## src/rtl/wdt_pkg.sv

```systemverilog
package wdt_pkg;

  typedef enum logic [1:0] {
    WD_INIT = 2'd0,
    WD_OFF  = 2'd1,
    WD_RUN  = 2'd2,
    WD_HALT = 2'd3
  } wd_state_e;

  localparam logic [15:0] CAUSE_WDOG = 16'hC000;

endpackage

```

## src/rtl/wdt_prescale.sv

```systemverilog
module wdt_prescale #(
  parameter int unsigned SCALE_W = 8,
  parameter logic [SCALE_W-1:0] RST_SCALE = '1
) (
  input  logic               clk,
  input  logic               rst_n,
  input  logic               run,
  input  logic               restart,
  input  logic [SCALE_W-1:0] reload_val,
  output logic               tick
);

  logic [SCALE_W-1:0] pcnt_q;

  assign tick = run && (pcnt_q == '0);

  always_ff @(posedge clk or negedge rst_n) begin
    if (!rst_n) begin
      pcnt_q <= RST_SCALE;
    end else if (restart) begin
      pcnt_q <= reload_val;
    end else if (run) begin
      if (pcnt_q == '0) pcnt_q <= reload_val;
      else              pcnt_q <= pcnt_q - 1'b1;
    end
  end

endmodule

```

## src/rtl/wdt_fsm.sv

```systemverilog
module wdt_fsm
  import wdt_pkg::*;
#(
  parameter int unsigned CNT_W   = 16,
  parameter int unsigned SCALE_W = 8,
  parameter int unsigned DELAY_W = 8,
  parameter logic [SCALE_W-1:0] RST_SCALE = '1,
  parameter logic [CNT_W-1:0]   RST_COUNT = '1,
  parameter logic [DELAY_W-1:0] RST_DELAY = '1,
  localparam int unsigned DATA_W = CNT_W + SCALE_W + DELAY_W
) (
  input  logic               clk,
  input  logic               rst_n,
  input  logic               load_wr,
  input  logic               trap_wr,
  input  logic [DATA_W-1:0]  wr_data,
  input  logic               tick,
  output logic               run,
  output logic [SCALE_W-1:0] scale_nxt,
  output wd_state_e          state_o,
  output logic [CNT_W-1:0]   count_o,
  output logic [DELAY_W-1:0] delay_o,
  output logic               armed_o,
  output logic               irq_o,
  output logic               sysrst_o,
  output logic               hit_rst
);

  function automatic logic [CNT_W-1:0] f_count(input logic [DATA_W-1:0] d);
    return d[CNT_W-1:0];
  endfunction

  function automatic logic [SCALE_W-1:0] f_scale(input logic [DATA_W-1:0] d);
    return d[CNT_W +: SCALE_W];
  endfunction

  function automatic logic [DELAY_W-1:0] f_delay(input logic [DATA_W-1:0] d);
    return d[CNT_W+SCALE_W +: DELAY_W];
  endfunction

  function automatic logic [CNT_W-1:0] widen(input logic [DELAY_W-1:0] v);
    return CNT_W'(v);
  endfunction

  wd_state_e          state_q;
  logic [CNT_W-1:0]   cnt_q;
  logic [SCALE_W-1:0] scale_q;
  logic [DELAY_W-1:0] delay_q;
  logic               armed_q, irq_q, sysrst_q;

  logic trap_ok, counting, expire, hit_irq, step, go_halt;

  assign trap_ok  = trap_wr && (state_q == WD_INIT);
  assign counting = tick && !load_wr && !trap_ok &&
                    ((state_q == WD_INIT) || (state_q == WD_RUN));
  assign expire   = counting && (cnt_q == '0);
  assign hit_irq  = expire && !armed_q;
  assign hit_rst  = expire && armed_q;
  assign step     = counting && (cnt_q != '0);
  assign go_halt  = tick && !load_wr && (state_q == WD_OFF);

  assign run       = (state_q != WD_HALT);
  assign scale_nxt = load_wr ? f_scale(wr_data) :
                     hit_rst ? RST_SCALE : scale_q;

  always_ff @(posedge clk or negedge rst_n) begin
    if (!rst_n) begin
      state_q  <= WD_INIT;
      cnt_q    <= RST_COUNT;
      scale_q  <= RST_SCALE;
      delay_q  <= RST_DELAY;
      armed_q  <= 1'b0;
      irq_q    <= 1'b0;
      sysrst_q <= 1'b0;
    end else begin
      irq_q    <= hit_irq;
      sysrst_q <= hit_rst;
      if (load_wr) begin
        cnt_q   <= f_count(wr_data);
        scale_q <= f_scale(wr_data);
        delay_q <= f_delay(wr_data);
        armed_q <= 1'b0;
        state_q <= WD_RUN;
      end else if (trap_ok) begin
        state_q <= WD_OFF;
      end else if (hit_rst) begin
        state_q <= WD_INIT;
        cnt_q   <= RST_COUNT;
        scale_q <= RST_SCALE;
        delay_q <= RST_DELAY;
        armed_q <= 1'b0;
      end else if (hit_irq) begin
        armed_q <= 1'b1;
        cnt_q   <= widen(delay_q);
      end else if (step) begin
        cnt_q <= cnt_q - 1'b1;
      end else if (go_halt) begin
        state_q <= WD_HALT;
      end
    end
  end

  assign state_o  = state_q;
  assign count_o  = cnt_q;
  assign delay_o  = delay_q;
  assign armed_o  = armed_q;
  assign irq_o    = irq_q;
  assign sysrst_o = sysrst_q;

endmodule

```

## src/rtl/wdt_core.sv

```systemverilog
module wdt_core
  import wdt_pkg::*;
#(
  parameter int unsigned CNT_W     = 16,
  parameter int unsigned SCALE_W   = 8,
  parameter int unsigned DELAY_W   = 8,
  parameter int unsigned RST_SCALE = 255,
  parameter int unsigned RST_COUNT = 65535,
  parameter int unsigned RST_DELAY = 255
) (
  input  logic                             clk,
  input  logic                             rst_n,
  input  logic                             wr_en,
  input  logic                             wr_sel,
  input  logic [CNT_W+SCALE_W+DELAY_W-1:0] wr_data,
  output logic                             irq_pulse,
  output logic                             sys_rst_pulse,
  output logic [15:0]                      cause
);

  localparam logic [SCALE_W-1:0] SCALE_DEF = SCALE_W'(RST_SCALE);
  localparam logic [CNT_W-1:0]   COUNT_DEF = CNT_W'(RST_COUNT);
  localparam logic [DELAY_W-1:0] DELAY_DEF = DELAY_W'(RST_DELAY);

  logic               load_wr, trap_wr, tick, run, hit_rst;
  logic [SCALE_W-1:0] scale_nxt;
  wd_state_e          fsm_state;
  logic [CNT_W-1:0]   fsm_cnt;
  logic [DELAY_W-1:0] fsm_delay;
  logic               fsm_armed;
  logic [15:0]        cause_q;

  assign load_wr = wr_en && !wr_sel;
  assign trap_wr = wr_en && wr_sel;

  wdt_prescale #(
    .SCALE_W   (SCALE_W),
    .RST_SCALE (SCALE_DEF)
  ) u_pre (
    .clk        (clk),
    .rst_n      (rst_n),
    .run        (run),
    .restart    (load_wr),
    .reload_val (scale_nxt),
    .tick       (tick)
  );

  wdt_fsm #(
    .CNT_W     (CNT_W),
    .SCALE_W   (SCALE_W),
    .DELAY_W   (DELAY_W),
    .RST_SCALE (SCALE_DEF),
    .RST_COUNT (COUNT_DEF),
    .RST_DELAY (DELAY_DEF)
  ) u_fsm (
    .clk       (clk),
    .rst_n     (rst_n),
    .load_wr   (load_wr),
    .trap_wr   (trap_wr),
    .wr_data   (wr_data),
    .tick      (tick),
    .run       (run),
    .scale_nxt (scale_nxt),
    .state_o   (fsm_state),
    .count_o   (fsm_cnt),
    .delay_o   (fsm_delay),
    .armed_o   (fsm_armed),
    .irq_o     (irq_pulse),
    .sysrst_o  (sys_rst_pulse),
    .hit_rst   (hit_rst)
  );

  always_ff @(posedge clk or negedge rst_n) begin
    if (!rst_n)       cause_q <= '0;
    else if (hit_rst) cause_q <= CAUSE_WDOG;
  end

  assign cause = cause_q;

endmodule

```

## config.mk

```make
export PLATFORM = sky130hd
export DESIGN_NAME = wdt_core
export DESIGN_NICKNAME = d
export VERILOG_FILES = /design/src/rtl/wdt_pkg.sv /design/src/rtl/wdt_prescale.sv /design/src/rtl/wdt_fsm.sv /design/src/rtl/wdt_core.sv
export SDC_FILE = /design/constraint.sdc
export NUM_CORES = 1
export LEC_CHECK = 0
export ABC_AREA = 1
export BUFFER_PORTS_ARGS = -buffer_cell sky130_fd_sc_hd__buf_4
export CAP_MARGIN = 5
export CORE_MARGIN = 2
export CORE_UTILIZATION = 51
export CTS_CLUSTER_DIAMETER = 30
export CTS_CLUSTER_SIZE = 28
export DETAILED_ROUTE_END_ITERATION = 10
export PLACE_DENSITY = 0.75
export SETUP_SLACK_MARGIN = 0.15
export SLEW_MARGIN = 20
export SYNTH_ARGS = -nofsm -noshare
export SYNTH_HDL_FRONTEND = slang
export SYNTH_SLANG_ARGS = --single-unit
```

## constraint.sdc

```tcl
create_clock -name clk -period 1.81 [get_ports clk]
set_input_delay 0.362 -clock clk [delete_from_list [all_inputs] [get_ports clk]]
set_output_delay 0.362 -clock clk [all_outputs]
set_load 0.02 [all_outputs]
```

# Yosys cells after proc, flatten, opt, wreduce, memory -nomap -nowiden

Index checks and enable logic that the tools add are counted.

$add $sub $neg: 2
$mul: 0
Divide/modulo/power cells: 0
Order comparisons: 0
Equal/unequal tests: 6
Shift operators: 0
Multiplexer cells: 25
Bitwise operators: 0
Reductions and logical operators: 30

Operator list:

| cell                  | count |
|---|---|
| $mux 16               | 5 |
| $mux 8                | 10 |
| $logic_not 16->1      | 1 |
| $reduce_bool 16->1    | 1 |
| $sub 16x1->16 const B | 1 |
| $logic_and 1x1->1     | 12 |
| $mux 2                | 6 |
| $logic_not 8->1       | 1 |
| $ne 4x1->1 const B    | 2 |
| $reduce_bool 4->1     | 2 |
| $sub 8x1->8 const B   | 1 |
| $reduce_and 2->1      | 3 |
| $logic_not 1->1       | 4 |
| $mux 1                | 4 |
| $reduce_bool 2->1     | 2 |
| $reduce_and 3->1      | 1 |
| $reduce_bool 3->1     | 1 |
| $eq 2x1->1 const B    | 1 |
| $eq 2x2->1 const B    | 1 |
| $logic_not 2->1       | 1 |
| $ne 2x1->1 const B    | 1 |
| $ne 2x2->1 const B    | 1 |
| $logic_or 1x1->1      | 1 |

Flip-flop bits (word level): 46
Bits in latches: 0
Bits in writable memories: 0
ROM bits: 0
Input bits: 36
Output and inout port bits: 18
Memories: 0

# Logic depth before layout (Yosys ltp)

Gate-level depths: netlist of the first run.

Depth in word-level cells: 13
Mapped depth: 13
Depth with buffers taken out: 12

# Cells and area by module

Synthesis of the first run repeated with hierarchy kept, for this count alone.

Cells, all modules: 408
Area, all modules: 3,055.4 um2

Modules (own cells, without submodules):

| module       | instances | cells each | area each (um2) |
|---|---|---|---|
| wdt_fsm      | 1         | 293        | 2,254.7 |
| wdt_prescale | 1         | 91         | 630.6 |
| wdt_core     | 1         | 24         | 170.2 |

# Worst setup path after synthesis of the first run

No wires, ideal clock.

Kind: register to register
Start: reg u_pre.pcnt_q[0]
End: reg u_fsm.cnt_q[10], in the netlist u_fsm.count_o[10]
Library setup time: 0.076 ns
Data arrival time: 1.668 ns
Setup slack: 0.065 ns
Stages on the path, launching flop included: 12
Clock period less this slack: 1.745 ns
Cell sequence: dfstp_2 -> inv_1 -> ha_1 -> nand2_1 -> nor2_2 -> nand2_2 -> nor2_8 -> o21ai_2 -> nand3_2 -> buf_4 -> nand3_1 -> nand2_1

Longest elaborated chain between the ends: 11

RTL lines:

| element                          | RTL line           | RTL |
|---|---|---|
| start, declared                  | wdt_prescale.sv:13 | `logic [SCALE_W-1:0] pcnt_q;` |
| start signal, assigned           | wdt_prescale.sv:21 | `pcnt_q <= reload_val;` |
| start signal, assigned           | wdt_prescale.sv:23 | `if (pcnt_q == '0) pcnt_q <= reload_val;` |
| start signal, assigned           | wdt_prescale.sv:24 | `else pcnt_q <= pcnt_q - 1'b1;` |
| $logic_not 8->1 *                | wdt_prescale.sv:15 | `assign tick = run && (pcnt_q == '0);` |
| $logic_and 1x1->1 *              | wdt_prescale.sv:15 |  |
| $logic_and 1x1->1 * (3 in a row) | wdt_fsm.sv:54      | `assign counting = tick && !load_wr && !trap_ok &&` |
| $logic_and 1x1->1                | wdt_fsm.sv:56      | `assign expire = counting && (cnt_q == '0);` |
| $logic_and 1x1->1                | wdt_fsm.sv:57      | `assign hit_irq = expire && !armed_q;` |
| $mux 16                          | wdt_fsm.sv:92      | `end else if (hit_irq) begin` |
| $mux 16                          | wdt_fsm.sv:86      | `end else if (hit_rst) begin` |
| $mux 16                          | wdt_fsm.sv:84      | `end else if (trap_ok) begin` |
| $mux 16                          | wdt_fsm.sv:78      | `if (load_wr) begin` |
| end signal, assigned             | wdt_fsm.sv:79      | `cnt_q <= f_count(wr_data);` |
| end signal, assigned             | wdt_fsm.sv:94      | `cnt_q <= widen(delay_q);` |
| end signal, assigned             | wdt_fsm.sv:96      | `cnt_q <= cnt_q - 1'b1;` |
| end, declared                    | wdt_fsm.sv:46      | `logic [CNT_W-1:0] cnt_q;` |

Mark *: on every way between the ends. The rest lies on a longest branch, timed or not. The select of a mux whose other input is x is not followed.
A chain may end at the register's enable or synchronous reset.

# Worst setup path in the final report of the first run

Start: reg u_pre.pcnt_q[0]
End: reg u_fsm.cnt_q[12], in the netlist u_fsm.count_o[12]

Same word-level chain as after synthesis.

==> results.md, run 1 <==
* Run status: finished, final reports clean
* Clock tree root buffer cell: sky130_fd_sc_hd__clkbuf_8
* Std-Cell Rows at 28
* Final #Nets at 544
* Detailed-router iteration count before antenna repair at 4
* Insertion delay to the later sink of the worst-skew pair at slightly above 0.3 ns
* First-pass GRT wire length at 12.4 mm
* Routed via count divided by cell count at 5.21
* GRT Resource Usage Total at 23.9%
* Fraction of final layout cells sized beyond drive strength 1 at 38.6%
* Number of buffers added by the clock tree synthesis step at 5
* Fraction of power spent switching nets at 38.8%
* Final weighted congestion in routability-driven placement at 0.852
* IR Drop Worst-Case VDD at 0.650 mV
* Area leader, netlist: sky130_fd_sc_hd__dfstp_2
* Antenna violations before repair at 0
* Share of flip-flops with an asynchronous set or reset at 100%
* Synthesized instance count at 437
* Sw Pwr at about 1.7 mW
* Destination of the worst register-to-register timing path: u_fsm.count_o[12]
* Drt first-iter violations at about 160
* Total power consumption of the routed design at 4.39 mW
* Top area cells in the synthesized netlist: sky130_fd_sc_hd__dfstp_2 (34%), sky130_fd_sc_hd__nand2_1 (12%), sky130_fd_sc_hd__nor2_1 (9.0%)
* Horiz. Die Dim at roughly 80 um
* Filler cell count in the final layout at about 480
* Setup Skew at 0.0140 ns
* Die Outline Area at roughly 6800 sq um
* PwrDens at 1070 nW/um^2
* DRT antenna net count at 0
* Clock-pin transition on the worst setup and hold timing paths at roughly 0.1 ns
* Max frequency at 562 MHz
* Leading cell types by count after synthesis: sky130_fd_sc_hd__nand2_1 (103), sky130_fd_sc_hd__nor2_1 (75), sky130_fd_sc_hd__nand3_1 (53)
* #FFs+latches synth at 46
* Part of the cycle the worst path needs at 98.2%
* Number of flops mapped to enable cells by yosys at 0
* Design internal power at 2.69 mW
* Antenna Diode Count at 0
* Most numerous cell in the Yosys netlist: sky130_fd_sc_hd__nand2_1
* Post-synth design cell area at 3130 sq um
* Register share of total power at 40.6%
* Area growth syn-to-layout at 31.3%
* Clock sink count at 46
* Count of H-tree levels built during CTS at 2
* Most frequently used flop master after synthesis: sky130_fd_sc_hd__dfstp_2
* Synth Warn # at 0
* Drt drc at 0
* Vias in the first global route at between 2000 and 3000
* Data required time at the worst endpoint at between 2 and 2.5 ns
* Actual slew at the worst max-slew pin at between 0.5 and 0.6 ns
* HPWL after detailed placement at 5.34 mm
* CTS tree: yes
* Number of top-level pins at 54
* Accumulated negative setup slack at 0 ns
* Worst setup path class: reg2reg
* Combinational cell fraction of total power at 41.2%
* Deepest clock path buffer count at 2
* R2R cell count at 12
* Max-slew violation count at 0
* Portion of total power attributed to the clock network at 18.1%
* Worst reg2reg setup slack at 0.03 ns
* Element type at the critical path end: flop
* Pin count of the biggest net entering global routing at 47
* Critical-path maximum fanout at 8
* Final count of hold timing violations at 0
* Via Count at between 3000 and 4000
* Hold slack final at 0.0440 ns
* Rel. slew slack at 61.4%
* Reg-to-Reg Start: u_pre.pcnt_q[0]
* Type of element launching the critical path: flop
* Number of max-capacitance violations reported at 0
* Post-Synthesis Mean Instance Area at 7.16 sq um
* Time the worst path needs with I/O delays and setup at 1.78 ns
* Hold buffer count at cts at 0
* Effective utilization at floorplan at 52.8%
* Arrival time of data at the critical path endpoint at roughly 2.0 ns
* GRT Residual Overflow at 0
* Type of the worst min-delay path: in2async
* RSZ-0062 raised after global routing: yes
* Fraction of the yosys area taken by sequential cells at 38.4%
* Routed Wire Length at 8.37 mm
* Setup Viol. Count Final at 0
* Core Box Area at just under 6000 sq um
* Floorplan die height at 82.3 um
* LEAKAGE at approximately 2.0 nW
* Post-synth top area share at 33.6%
* Number of distinct library cell variants in the gate-level netlist after synthesis at 34
* WL per Instance at roughly 14 um
* Input/output buffers at 39
routing by layer:
layer | track usage, % | routed length (um) | vias up | share of wire (%)
met3 | 4.13 | 466 | 12 | 5.6
met1 | 30.2 | 3560 | 1424 | 43
li1 | - | - | 1490 | -
met4 | 6.00 | 81 | 0 | 0.97
met5 | 0 | 0 | - | 0
met2 | 42.3 | 4260 | 97 | 51
cell families (layout without fill, tap and decap cells):
kind of cell               after synthesis  count (layout)  share of synthesized area [%]
xor gates and xnor gates                15              15                           4.20
adders and majority gates                4               4                           1.60
and+or+nand+nor                        266             267                           38.0
other                                    1              14                          0.120
AOI/OAI and AO/OA                       36              36                           6.76
DFF                                     46              46                           38.4
buffers and inverters                   69             123                           10.9
repair_timing:
action | in CTS | in global routing
pin swaps | 10 | 15
resized for setup | 25 | 47
setup buffers | 9 | 8
setup endpoints to repair | 38 | 42
gates cloned | 1 | 4
critical path, cell delays in order, from the launching register on:
cell                      delay, ns
sky130_fd_sc_hd__dfstp_2       0.57
sky130_fd_sc_hd__inv_4         0.05
sky130_fd_sc_hd__ha_4          0.15
sky130_fd_sc_hd__nand2_4       0.07
sky130_fd_sc_hd__nor2_4        0.05
sky130_fd_sc_hd__nand2_4       0.08
sky130_fd_sc_hd__nor2_8        0.05
sky130_fd_sc_hd__nand3_4       0.15
sky130_fd_sc_hd__buf_12        0.13
sky130_fd_sc_hd__buf_6         0.09
sky130_fd_sc_hd__nand3_4       0.14
sky130_fd_sc_hd__nand3_1       0.13
sky130_fd_sc_hd__nand2_1       0.06
registers in the layout, summed over array words and instances (netlist names), 2 cells and up:
register / flops
u_fsm.scale_q: 8
u_pre.pcnt_q: 8
u_fsm.count_o: 16
u_fsm.state_o: 2
u_fsm.delay_o: 8
power by group through the flow:
stage / logic [mW] / registers, mW / clock network (mW)
floorplan: 1.19 / 1.67 / 0
global placement: 1.45 / 1.73 / 0
detailed placement: 1.47 / 1.74 / 0
CTS: 1.61 / 1.74 / 0.814
global route: 2.05 / 1.82 / 0.858
finish: 1.81 / 1.78 / 0.796
stage by stage:
step | worst slack [ns] | cells | instance area (sq um) | utilization (%)
after floorplan | 0.151 | 450 | 3220 | -
after global placement | 0.0554 | 550 | 3520 | 59.5
after detailed placement | 0.00693 | 550 | 3520 | 59.5
after CTS | 0.109 | 568 | 3820 | 64.5
after global routing | -0.0721 | 580 | 4110 | 69.4
final | 0.0321 | 580 | 4110 | 69.4
cells in the final DEF (no fill, tap or decap), types with 10 or more instances in the layout:
cell type	n
sky130_fd_sc_hd__dfstp_2	40
sky130_fd_sc_hd__or2_2	14
sky130_fd_sc_hd__buf_4	63
sky130_fd_sc_hd__inv_1	32
sky130_fd_sc_hd__conb_1	14
sky130_fd_sc_hd__a21oi_1	12
sky130_fd_sc_hd__nand3_1	49
sky130_fd_sc_hd__xor2_1	11
sky130_fd_sc_hd__nor2_1	60
sky130_fd_sc_hd__nor2_4	10
sky130_fd_sc_hd__nand2_1	92
area by class of cell:
| class | instances | area [sq um] | area share, % |
|---|---|---|---|
| clock buffers | 5 | 68.8 | 1.68 |
| well taps | 75 | 93.8 | 2.29 |
| repair buffers | 71 | 589 | 14.4 |
| multi-input cells | 336 | 1890 | 46.0 |
| clock inverters | 3 | 45.0 | 1.10 |
| repair inverters | 3 | 36.3 | 0.884 |
| inverters | 41 | 183 | 4.45 |
| flip-flops and latches | 46 | 1200 | 29.3 |
worst max path at each step:
| stage | start | endpoint | slack [ns] | depth (start not counted) |
|---|---|---|---|---|
| after CTS | u_fsm.count_o[1] | u_fsm.count_o[6] | 0.11 | 12 |
| after global placement | u_pre.pcnt_q[0] | u_fsm.count_o[4] | 0.06 | 12 |
| after global routing | u_pre.pcnt_q[1] | u_fsm.count_o[4] | -0.07 | 12 |
| after detailed placement | u_pre.pcnt_q[0] | u_pre.pcnt_q[0] | 0.007 | 12 |
| after floorplan | u_pre.pcnt_q[0] | u_fsm.count_o[9] | 0.15 | 13 |
| final | u_pre.pcnt_q[0] | u_fsm.count_o[12] | 0.03 | 12 |
Power figures use the tool's default switching activity.
==> inputs of run 2 (changes only) <==
Settings changed: CORE_UTILIZATION 51 to 39, PLACE_DENSITY 0.75 to 0.59.
==> results.md, run 2 (synthesis results as in run 1) <==
* Run status: finished, final reports clean
* Core Box Area at 7770 sq um (+31%)
* Clock tree root buffer cell: sky130_fd_sc_hd__clkbuf_8
* Delay of the slowest cell on the worst path at 0.55 ns (-0.02 ns)
* Setup Skew at 0.00511 ns (-0.00885 ns)
* Deepest clock path buffer count at 2 (unchanged)
* Final count of hold timing violations at 0 (unchanged)
* Drt first-iter violations at 104 (-36%)
* RSZ-0062 raised after global routing: yes
* DRT antenna net count at 0 (unchanged)
* Via Count at 2981 (-1.4%)
* Reg-to-Reg Start: u_fsm.count_o[0]
* Type of element launching the critical path: flop
* Critical path buffer and inverter count at 4 (+1)
* Commonest cells after routing, fill and taps aside: sky130_fd_sc_hd__nand2_1 (86), sky130_fd_sc_hd__buf_4 (64), sky130_fd_sc_hd__nor2_1 (63)
* Setup Viol. Count Final at 0 (unchanged)
* Placed insts at 586 (+6.5%)
* Arrival time of data at the critical path endpoint at 1.99 ns (-0.03 ns)
* Largest register FFs at 16 (unchanged)
* Antenna Diode Count at 0 (unchanged)
* Rel. slew slack at 60.8% (-0.64 points)
* Actual slew at the worst max-slew pin at 0.588 ns (+0.00956 ns)
* Effective utilization at floorplan at 40.3% (-13 points)
* Number of buffers added by the clock tree synthesis step at 5 (unchanged)
* Floorplan die height at 93.6 um (+14%)
* Max-slew violation count at 0 (unchanged)
* Slowest stage cell, crit path: sky130_fd_sc_hd__dfstp_2
* GRT Residual Overflow at 0 (unchanged)
* Count of H-tree levels built during CTS at 2 (unchanged)
* Element type at the critical path end: flop
* GRT Resource Usage Total at 19.2% (-4.7 points)
* Horiz. Die Dim at 93.6 um (+14%)
* Type of the worst min-delay path: in2async
* Worst setup slack before clock tree synthesis at 0.0251 ns (+0.0181 ns)
* First element of the critical path: u_fsm.count_o[0]
* Number of top-level pins at 54 (unchanged)
* Final weighted congestion in routability-driven placement at 0.921 (+8.1%)
* WL per Instance at 13.0 um (-10%)
* Routed Wire Length at 7.88 mm (-5.8%)
* Area growth syn-to-layout at 32.0%
* Fraction of final layout cells sized beyond drive strength 1 at 39.7% (+1.1 points)
* Data required time at the worst endpoint at 2.05 ns (about the same)
* R2R cell count at 13 (+1)
* Finished Layout Cells at 608 (+4.8%)
* Destination of the worst register-to-register timing path: u_fsm.count_o[3]
* Std-Cell Rows at 32 (+14%)
* Part of the cycle the worst path needs at 96.4% (-1.9 points)
* Most common cell after layout, fill and taps aside: sky130_fd_sc_hd__nand2_1
* Worst reg2reg setup slack at 0.07 ns (+0.03 ns)
* Number of max-capacitance violations reported at 0 (unchanged)
* IR Drop Worst-Case VDD at 0.373 mV (-43%)
* Antenna violations before repair at 0 (unchanged)
* Die Outline Area at 8750 sq um (+29%)
* Clock sink count at 46 (unchanged)
* Insertion delay to the later sink of the worst-skew pair at 0.30 ns (about the same)
* First-pass GRT wire length at 13.4 mm (+7.8%)
* Cell type group with the largest total delay on the critical path: simple AND/OR/NAND/NOR gates
* Routed via count divided by cell count at 4.90 (-5.9%)
* Crit path setup slack, layout at 0.0657 ns (+0.0336 ns)
* Max frequency at 573 MHz (+1.9%)
* Time the worst path needs with I/O delays and setup at 1.74 ns (-0.0336 ns)
* HPWL after detailed placement at 5.59 mm (+4.7%)
* Vias in the first global route at 2861 (+4.9%)
* Detailed-router iteration count before antenna repair at 4 (unchanged)
* Input/output buffers at 39 (unchanged)
* Final #Nets at 545 (+0.18%)
* PwrDens at 1020 nW/um^2 (-4.3%)
* Pin count of the biggest net entering global routing at 47 (unchanged)
* CTS tree: yes
* Critical-path maximum fanout at 13 (+5)
* Drt drc at 0 (unchanged)
* Cells along the critical path: inv_2 > ha_4 > nand2_2 > nor2_2 > nand2_2 > inv_2 > nand3_4 > nand2_4 > inv_8 > buf_12 > nand3_1 > nand2_1 > nand2_1
* LEAKAGE at 1.99 nW (+0.23%)
* Clock-pin transition on the worst setup and hold timing paths at 0.09 ns (about the same)
* Worst setup path class: reg2reg
## run 2: worst max-delay path by stage
stage | end | slack (ns) | cells past startpoint
4_1_cts | u_fsm.count_o[4] | 0.10 | 13
3_3_place_gp | u_fsm.state_o[0] | 0.08 | 10
2_1_floorplan | u_fsm.count_o[9] | 0.15 | 13
6_report | u_fsm.count_o[3] | 0.07 | 13
5_1_grt | u_fsm.count_o[5] | -0.05 | 13
3_5_place_dp | u_fsm.count_o[13] | 0.03 | 12
## run 2: where the power goes
| group | switching [mW] | leakage, nW | total (mW) | internal (mW) |
|---|---|---|---|---|
| clock network | 0.372 | 0.0452 | 0.646 | 0.273 |
| logic | 1.03 | 1.45 | 1.84 | 0.813 |
| registers | 0.271 | 0.499 | 1.73 | 1.46 |
## run 2: metrics by stage
step	utilization (%)	hold WS, ns	TNS (ns)	instance area [sq um]	power [mW]
3_5_place_dp	47.1	0.421	0	3660	3.30
4_1_cts	51.4	0.0841	0	3990	4.12
3_3_place_gp	47.1	0.408	0	3660	3.27
5_1_grt	53.1	0.0843	-0.358	4130	4.57
6_report	53.1	0.0759	0	4130	4.22
2_1_floorplan	-	0.0664	0	3220	2.86
## run 2: repair_timing
item | 4_1_cts | 5_1_grt
gates cloned | 2 | 0
setup buffers | 11 | 1
hold buffers | 0 | 0
endpoints found under the setup margin | 44 | 44
pin swaps | 15 | 13
gates resized for setup | 32 | 37
## run 2: metal layers
layer / wire length, um / global-route usage [%] / vias to the layer above
li1: - / - / 1501
met1: 3740 / 26.3 / 1413
met2: 3810 / 32.3 / 63
met3: 289 / 3.30 / 4
met4: 38 / 3.38 / 0
met5: 0 / 0 / -
## run 2: layout make-up
type | count | area (sq um)
timing repair buffer | 75 | 651
sequential | 46 | 1200
clock inverter | 2 | 13.8
clock buffer | 6 | 72.6
inverter | 41 | 164
multi-input combinational | 336 | 1900
tap | 102 | 128
fill | 779 | 3640
